$ cat src/rtl/cfgwin_pkg.sv
package cfgwin_pkg;

    localparam int unsigned BYTE_W = 8;

    localparam logic [7:0] BASE_A_IDX  = 8'hE7;
    localparam logic [7:0] BASE_A_CODE = 8'hFE;
    localparam logic [7:0] BASE_B_IDX  = 8'hE8;
    localparam logic [7:0] BASE_B_CODE = 8'hBE;
    localparam logic [7:0] IDLE_READ   = 8'hFF;

    // Sparse map of indices that accept data-port writes.
    function automatic logic idx_writable(input int unsigned idx);
        logic [7:0] b;
        b = idx[7:0];
        case (b) inside
            [8'hE0:8'hE3], [8'hE6:8'hE8], [8'hEE:8'hF2],
            8'hF4, 8'hF6, 8'hF8, 8'hFC: idx_writable = 1'b1;
            default:                    idx_writable = 1'b0;
        endcase
    endfunction

    // Values loaded when reset is asserted.
    function automatic logic [7:0] idx_reset_val(input int unsigned idx);
        logic [7:0] b;
        b = idx[7:0];
        case (b)
            8'hE0:   idx_reset_val = 8'h3C;
            8'hE2:   idx_reset_val = 8'h03;
            8'hE3:   idx_reset_val = 8'hFC;
            8'hE6:   idx_reset_val = 8'hDE;
            8'hE7:   idx_reset_val = 8'hFE;
            8'hE8:   idx_reset_val = 8'hBE;
            default: idx_reset_val = 8'h00;
        endcase
    endfunction

endpackage

$ cat src/rtl/cfgwin_wprot.sv
module cfgwin_wprot #(
    parameter int unsigned IDX_W = 8
) (
    input  logic [IDX_W-1:0] idx_i,
    input  logic [IDX_W-1:0] wdata_i,
    output logic             wr_allow_o,
    output logic [1:0]       base_bad_o
);
    import cfgwin_pkg::*;

    always_comb begin
        wr_allow_o    = idx_writable(int'(idx_i));
        base_bad_o[0] = (idx_i == IDX_W'(BASE_A_IDX)) && (wdata_i != IDX_W'(BASE_A_CODE));
        base_bad_o[1] = (idx_i == IDX_W'(BASE_B_IDX)) && (wdata_i != IDX_W'(BASE_B_CODE));
    end

endmodule

$ cat src/rtl/cfgwin_regfile.sv
module cfgwin_regfile #(
    parameter int unsigned DATA_W   = 8,
    parameter int unsigned NUM_REGS = 256,
    localparam int unsigned AW      = $clog2(NUM_REGS)
) (
    input  logic              clk_i,
    input  logic              rst_ni,
    input  logic              we_i,
    input  logic [AW-1:0]     idx_i,
    input  logic [DATA_W-1:0] wdata_i,
    output logic [DATA_W-1:0] rd_word_o
);
    import cfgwin_pkg::*;

    logic [DATA_W-1:0] mem_d [NUM_REGS];
    logic [DATA_W-1:0] mem_q [NUM_REGS];

    always_comb begin
        for (int i = 0; i < NUM_REGS; i++) begin
            mem_d[i] = mem_q[i];
        end
        if (we_i) begin
            mem_d[idx_i] = wdata_i;
        end
    end

    always_ff @(posedge clk_i) begin
        if (!rst_ni) begin
            for (int i = 0; i < NUM_REGS; i++) begin
                mem_q[i] <= DATA_W'(idx_reset_val(i));
            end
        end else begin
            for (int i = 0; i < NUM_REGS; i++) begin
                mem_q[i] <= mem_d[i];
            end
        end
    end

    assign rd_word_o = mem_q[idx_i];

    AST_WRITE_LANDS: assert property (@(posedge clk_i) disable iff (!rst_ni)
        we_i |=> rd_word_o == $past(wdata_i)) else $error("write lost");

endmodule

$ cat src/rtl/cfgwin_top.sv
module cfgwin_top #(
    parameter int unsigned DATA_W = 8,
    localparam int unsigned NUM_REGS = 1 << DATA_W
) (
    input  logic              clk_i,
    input  logic              rst_ni,
    input  logic              win_en_i,
    input  logic              addr_sel_i,
    input  logic              wr_en_i,
    input  logic              rd_en_i,
    input  logic [DATA_W-1:0] wdata_i,
    output logic [DATA_W-1:0] rdata_o,
    output logic [1:0]        base_flag_o
);
    import cfgwin_pkg::*;

    typedef struct packed {
        logic [DATA_W-1:0] idx;
        logic [DATA_W-1:0] rdata;
        logic [1:0]        flags;
    } win_state_t;

    win_state_t st_d, st_q;

    logic              sel_wr;
    logic              dat_wr;
    logic              wr_allow;
    logic [1:0]        base_bad;
    logic [DATA_W-1:0] rd_word;

    cfgwin_wprot #(.IDX_W(DATA_W)) u_wprot (
        .idx_i      (st_q.idx),
        .wdata_i    (wdata_i),
        .wr_allow_o (wr_allow),
        .base_bad_o (base_bad)
    );

    cfgwin_regfile #(.DATA_W(DATA_W), .NUM_REGS(NUM_REGS)) u_regs (
        .clk_i     (clk_i),
        .rst_ni    (rst_ni),
        .we_i      (dat_wr && wr_allow),
        .idx_i     (st_q.idx),
        .wdata_i   (wdata_i),
        .rd_word_o (rd_word)
    );

    always_comb begin
        st_d   = st_q;
        sel_wr = win_en_i && wr_en_i && !addr_sel_i;
        dat_wr = win_en_i && wr_en_i && addr_sel_i;
        if (sel_wr) begin
            st_d.idx = wdata_i;
        end
        if (rd_en_i) begin
            if (!win_en_i) begin
                st_d.rdata = DATA_W'(IDLE_READ);
            end else if (addr_sel_i) begin
                st_d.rdata = rd_word;
            end else begin
                st_d.rdata = st_q.idx;
            end
        end
        if (dat_wr && wr_allow) begin
            st_d.flags = st_q.flags | base_bad;
        end
    end

    always_ff @(posedge clk_i) begin
        if (!rst_ni) begin
            st_q <= '0;
        end else begin
            st_q <= st_d;
        end
    end

    assign rdata_o     = st_q.rdata;
    assign base_flag_o = st_q.flags;

    AST_SEL_LOAD: assert property (@(posedge clk_i) disable iff (!rst_ni)
        (win_en_i && wr_en_i && !addr_sel_i) |=> st_q.idx == $past(wdata_i)) else $error("selector");
    AST_RD_HOLD: assert property (@(posedge clk_i) disable iff (!rst_ni)
        !rd_en_i |=> $stable(rdata_o)) else $error("rdata moved");
    AST_RO_KEEP: assert property (@(posedge clk_i) disable iff (!rst_ni)
        (dat_wr && !wr_allow) |=> $stable(rd_word)) else $error("read-only changed");
    AST_FLAG_STICKY: assert property (@(posedge clk_i) disable iff (!rst_ni)
        (base_flag_o != 2'b00) |=> ((base_flag_o & $past(base_flag_o)) == $past(base_flag_o))) else $error("flag cleared");
    AST_OFF_READ: assert property (@(posedge clk_i) disable iff (!rst_ni)
        (rd_en_i && !win_en_i) |=> rdata_o == DATA_W'(IDLE_READ)) else $error("disabled read");
    AST_OFF_SEL: assert property (@(posedge clk_i) disable iff (!rst_ni)
        !win_en_i |=> $stable(st_q.idx)) else $error("disabled selector");

endmodule

$ cat config.mk
export PLATFORM = sky130hd
export DESIGN_NAME = cfgwin_top
export DESIGN_NICKNAME = d
export VERILOG_FILES = /design/src/rtl/cfgwin_pkg.sv /design/src/rtl/cfgwin_wprot.sv /design/src/rtl/cfgwin_regfile.sv /design/src/rtl/cfgwin_top.sv
export SDC_FILE = /design/constraint.sdc
export NUM_CORES = 2
export LEC_CHECK = 0
export BUFFER_PORTS_ARGS = -buffer_cell sky130_fd_sc_hd__buf_2
export CAP_MARGIN = 20
export CELL_PAD_IN_SITES_DETAIL_PLACEMENT = 0
export CELL_PAD_IN_SITES_GLOBAL_PLACEMENT = 1
export CORE_ASPECT_RATIO = 1.5
export CORE_MARGIN = 2
export CORE_UTILIZATION = 55
export DETAILED_ROUTE_END_ITERATION = 10
export GPL_ROUTABILITY_DRIVEN = 1
export GPL_TIMING_DRIVEN = 0
export PLACE_DENSITY = 0.79
export SLEW_MARGIN = 20
export SYNTH_ARGS = -nofsm -noshare
export SYNTH_HDL_FRONTEND = slang
export SYNTH_SLANG_ARGS = --single-unit
$ cat constraint.sdc
create_clock -name clk_i -period 4.6 [get_ports clk_i]
set_clock_uncertainty 0.1 [all_clocks]
set_input_delay 0.69 -clock clk_i [delete_from_list [all_inputs] [get_ports clk_i]]
set_output_delay 0.69 -clock clk_i [all_outputs]
set_load 0.02 [all_outputs]
=== Word-level counts from Yosys, hierarchy flattened ===
Memory sizes are Yosys's and may differ from the RTL's. A register that Yosys moved wholly into a read port is not among the register bits.
Index checks and enable logic that the tools add are counted.

* Multiplexer cells: 274
* Bitwise operators: 258
* Eq/ne operators: 8
* $lt $le $gt $ge: 8
* Reduce and logical (&&, ||, !) cells: 12

{| class="wikitable"
|+ Operator list
! cell !! number
|-
| $mux 8 || 268
|-
| $bwmux 2048 || 1
|-
| $mux 2048 || 1
|-
| $or 1x1->1 || 256
|-
| $demux 8 s8 || 1
|-
| $eq 8x8->1 const B || 6
|-
| $ge 8x8->1 const B || 3
|-
| $le 8x8->1 const B || 3
|-
| $ne 8x8->1 const B || 2
|-
| $logic_and 1x1->1 || 10
|-
| $ge 9x9->1 const B || 1
|-
| $lt 9x1->1 const B || 1
|-
| $not 8->9 || 1
|-
| $reduce_or 7->1 || 1
|-
| $mux 1 || 3
|-
| $or 2x2->2 || 1
|-
| $logic_not 1->1 || 1
|}

* Flip-flop bits (word level): 18
* Bits of input ports: 14
* RAM bits: 2048
* Word-level logic and storage cells: 564
* Memories kept: 1
* Output and inout port bits: 10

{| class="wikitable"
|+ Memories
! name !! words !! width !! read ports !! clocked after Yosys merged registers in !! write ports !! RTL line !! RTL
|-
| u_regs.mem_q || 256 || 8 || 257 || 1 || 256 || cfgwin_regfile.sv:16 || <nowiki>logic [DATA_W-1:0] mem_q [NUM_REGS];</nowiki>
|}

=== Depth between registers and ports, before layout ===
* Depth in word-level cells: 8
* Gate-level depth with buffers: 12
* Gate-level depth less buffers: 7

=== Cells and area by module ===
A second synthesis with hierarchy kept.

* Cell total of the unflattened synthesis: 10654
* Area, all modules: 95601.7 µm²

{| class="wikitable"
|+ By module, submodules not included
! module !! instances !! cells each !! sequential area each (µm²) !! area each (µm²)
|-
| cfgwin_regfile || 1 || 10546 || 40999.3 || 94652.0
|-
| cfgwin_top || 1 || 92 || 360.3 || 842.1
|-
| cfgwin_wprot || 1 || 16 || 0.0 || 107.6
|}

=== Worst setup path before layout ===
No wires, ideal clock.

* Kind: register to register
* Start point: reg (tool-made name)
* End point: reg st_q, in the netlist rdata_o[2]
* Data required time: 4385 ps
* Period minus slack after synthesis: 2461 ps
* Setup time: 115 ps
* Path slack: 2139 ps
* Cell stages (with the launch flop): 11
* Arrival time: 2245 ps
* Buffers on the path: 4
* Path through: dfxtp_1 > buf_6 > buf_12 > buf_6 > buf_4 > mux4_2 > a22oi_1 > nand3_1 > nor4_1 > o41ai_1 > and3_1

{| class="wikitable"
|+ RTL lines
! element !! RTL line !! RTL
|-
| end signal: assignment || cfgwin_top.sv:72 || <nowiki>st_q <= st_d;</nowiki>
|-
| end: declaration || cfgwin_top.sv:23 || <nowiki>win_state_t st_d, st_q;</nowiki>
|}

==> out/metrics.csv <==
stage,metric,value,unit
clock_tree,clk buf depth,3,
yosys,top-count cell post-synth,dfxtp_1,
routing,DR WL/cell,28.1,um
power,Power per Cell Area,436,nW/um^2
power,P_leak,31.5,nW
yosys,Area contributors post-synth,"dfxtp_1, and2_1, mux4_2",
run,max cap viols,0,
clock_tree,CTS buffer count,186,
global_routing,largest net degree at the start of global routing,18,
sta,"Slew Viols, Final",0,
yosys,syn avg cell area,12.6,um^2
yosys,adder-cell share of the synthesized area,0,
power,share of power burned in registers,0.499,
worst_setup_path,worst-path fanout max,10,
routing,drc violations,0,
yosys,syn nets,5867,
yosys,distinct cell type count after synthesis,50,
routing,Vias,44900,
sta,Final Hold Violating Endpoints,0,
power,Clock power frac,0.467,
worst_setup_path,Worst EP arrival,5250,ps
clock_tree,CTS root buf,clkbuf_16,
yosys,post-synthesis sequential area ratio,0.565,
yosys,Synth Area in Compound Gates,0.0374,
placed_design,routability cong.,0.887,
power,Net Sw Frac,0.220,
worst_setup_path,FF-to-FF End,rdata_o[7],
sta,Setup TNS,-42.3,ps
yosys,"Cell Area, Synth",73500,um^2
worst_setup_path,r2r setup slk,-30,ps
sta,# setup viols final,2,
sta,period utilization,1.01,
floorplanning,FP Rows,164,
clock_tree,Worst-path clk slew,60,ps
floorplanning,IO Pins,24,
placed_design,Inst Count DP,7615,
power,Gate power share,0.034,
status,violated checks,negative setup slack,
cells_and_area,P&R area growth vs syn,12.3,%
status,status,"finished, violations left",
routing,Vias/cell,5.64,
min_path,worst min-delay path class,in2reg,
routing,final WL,224000,um
sta,Worst-Margin Slew,1140,ps
power,Pint,0.0281,W
worst_setup_path,worst r2r path cells,9,
clock_tree,H-tree levels,4,
placed_design,Post-Place Setup Slack,-300,ps
placed_design,port buffer count,13,
yosys,Post-Synth Simple-Gate Area,0.189,
clock_tree,clock sinks,2074,
worst_setup_path,Crit Path Class,reg2reg,
sta,fmax,216,MHz
power,maximum VDD drop,0.455,mV
worst_setup_path,Worst Setup Start Kind,flop,
placed_design,dpl hpwl,159000,um
yosys,count of state elements after synthesis,2074,
floorplanning,Die X,303,um
yosys,"EDFF count, synth",0,
yosys,largest family of logic cells by synthesized area,simple AND/OR/NAND/NOR gates,
floorplanning,core area,133000,um^2
floorplanning,overall die height,452,um
global_routing,vias in the first global route,45300,
global_routing,GRT Overall Usage,0.330,
routing,Pre-antenna DRT Iters,6,
global_routing,GRT overflow,0,
yosys,Yosys warning count,0,
floorplanning,die area,137000,um^2
yosys,ys async rst share,0,
sta,unrepaired setup endpoints after global routing,false,
sta,Final WS setup,-32.5,ps
cells_and_area,share of layout cells above drive strength 1,0.163,
routing,Iter 0 DRT Violations,3304,
clock_tree,CTS tree,yes,
sta,hold_ws,253,ps
yosys,Synth area leader,dfxtp_1,
yosys,Main synth FF type,dfxtp_1,
floorplanning,Initial Util,0.553,
min_path,Worst Hold Launch,rd_en_i,
yosys,multiplexer area fraction after synthesis,0.178,
yosys,top cell type's share of synthesized area,0.565,
yosys,Post-Synth XOR/XNOR Area,0,
routing,final antenna-violating net count,0,
worst_setup_path,Critical Path RT,5220,ps
global_routing,initial antenna violation count,8,
global_routing,first-pass GRT wire length,321000,um
sta,clock period minus worst slack,4630,ps
yosys,Post-synth top cells,"dfxtp_1, and2_1, mux4_2",
cells_and_area,"non-filler cells, final",7956,
worst_setup_path,Worst Setup EP,rdata_o[7],
cells_and_area,# nets final,6074,
yosys,Syn Inst Count,5853,
cells_and_area,final core occ,0.621,
power,Sw Pwr,0.00793,W
clock_tree,Clock Latency Late Sink,850,ps
sta,Slew Limit Headroom,0.241,
worst_setup_path,CP endpoint kind,flop,
[repair_timing]
item,CTS,global route
resized for setup,9,0
setup buffers,0,0
endpoints found under the setup margin,6,0
hold buffers,0,0
hold endpoints to repair,0,0
[per-stage QoR]
| step | total power, W | instance area (um^2) |
|---|---|---|
| CTS | 0.0361 | 82500 |
| floorplan | 0.0190 | 73500 |
| finish | 0.0360 | 82500 |
| detailed placement | 0.0196 | 75900 |
| global placement | 0.0196 | 75800 |
| global route | 0.0369 | 82500 |
[area by class of cell]
class | count | area, um^2
Timing Repair Buffer | 19 | 116
Clock buffer | 264 | 5530
Tap cell | 1743 | 2180
Antenna cell | 3 | 7.51
Clock inverter | 74 | 1080
Buffer | 460 | 2320
Multi-Input combinational cell | 3319 | 29800
Sequential cell | 2074 | 41500
Fill cell | 10400 | 50400
[layer usage]
layer | wire length (um) | track usage | up-vias
li1 | - | - | 20400
met3 | 12600 | 0.0608 | 498
met5 | 80 | 0 | -
met4 | 14600 | 0.187 | 10
met2 | 109000 | 0.553 | 1325
met1 | 87600 | 0.400 | 22700
[power by group through the flow]
stage	Sequential, W	Clock, W	Combinational (W)
after floorplan	0.0184	0	0.000603
after global placement	0.0184	0	0.00121
after detailed placement	0.0184	0	0.00122
after CTS	0.0180	0.0169	0.00122
after global routing	0.0180	0.0176	0.00126
final	0.0180	0.0168	0.00123
[flip-flops by register name, indices dropped and copies added, names as in the netlist, named ones only]
signal / cells
st_q: 8
u_regs.mem_q: 2048
rdata_o: 8
base_flag_o: 2
[layout by cell type (no fill, tap or decap), types with 28 or more instances in the layout]
cell	n
and2_1	1923
clkbuf_1	331
mux2i_1	194
buf_2	75
nor2_1	30
buf_6	28
clkinv_2	32
mux4_2	488
dfxtp_1	2074
buf_4	44
a22oi_1	196
nand2_1	49
clkbuf_16	194
clkbuf_8	41
nor2b_1	113
a21oi_1	92
[worst min-delay path by stage]
stage                           endpoint  cells past startpoint  slack [ps]
finish                        rdata_o[7]                      3         250
global route                  rdata_o[7]                      3         270
CTS                           rdata_o[7]                      3         220
detailed placement  u_regs.mem_q[202][5]                      1         340
global placement     u_regs.mem_q[39][7]                      1         340
floorplan            u_regs.mem_q[26][4]                      1         320
[cell families (layout without fill, tap and decap cells)]
| kind of cell | count (synthesis) | after routing |
|---|---|---|
| multiplexers | 694 | 694 |
| buffers and inverters | 460 | 817 |
| AO/OA/AOI/OAI | 393 | 393 |
| flip-flops | 2074 | 2074 |
| AND/OR/NAND/NOR | 2232 | 2232 |
| other | 0 | 3 |
[worst max-delay path, cell delays in order (launching register included)]
cell	delay, ps
dfxtp_1	630
buf_4	350
buf_2	480
buf_2	820
mux4_2	430
a22oi_1	250
a21oi_1	190
nor4_2	780
o41ai_1	190
and3_1	210
No activity file was read; power rests on OpenSTA's default activity.
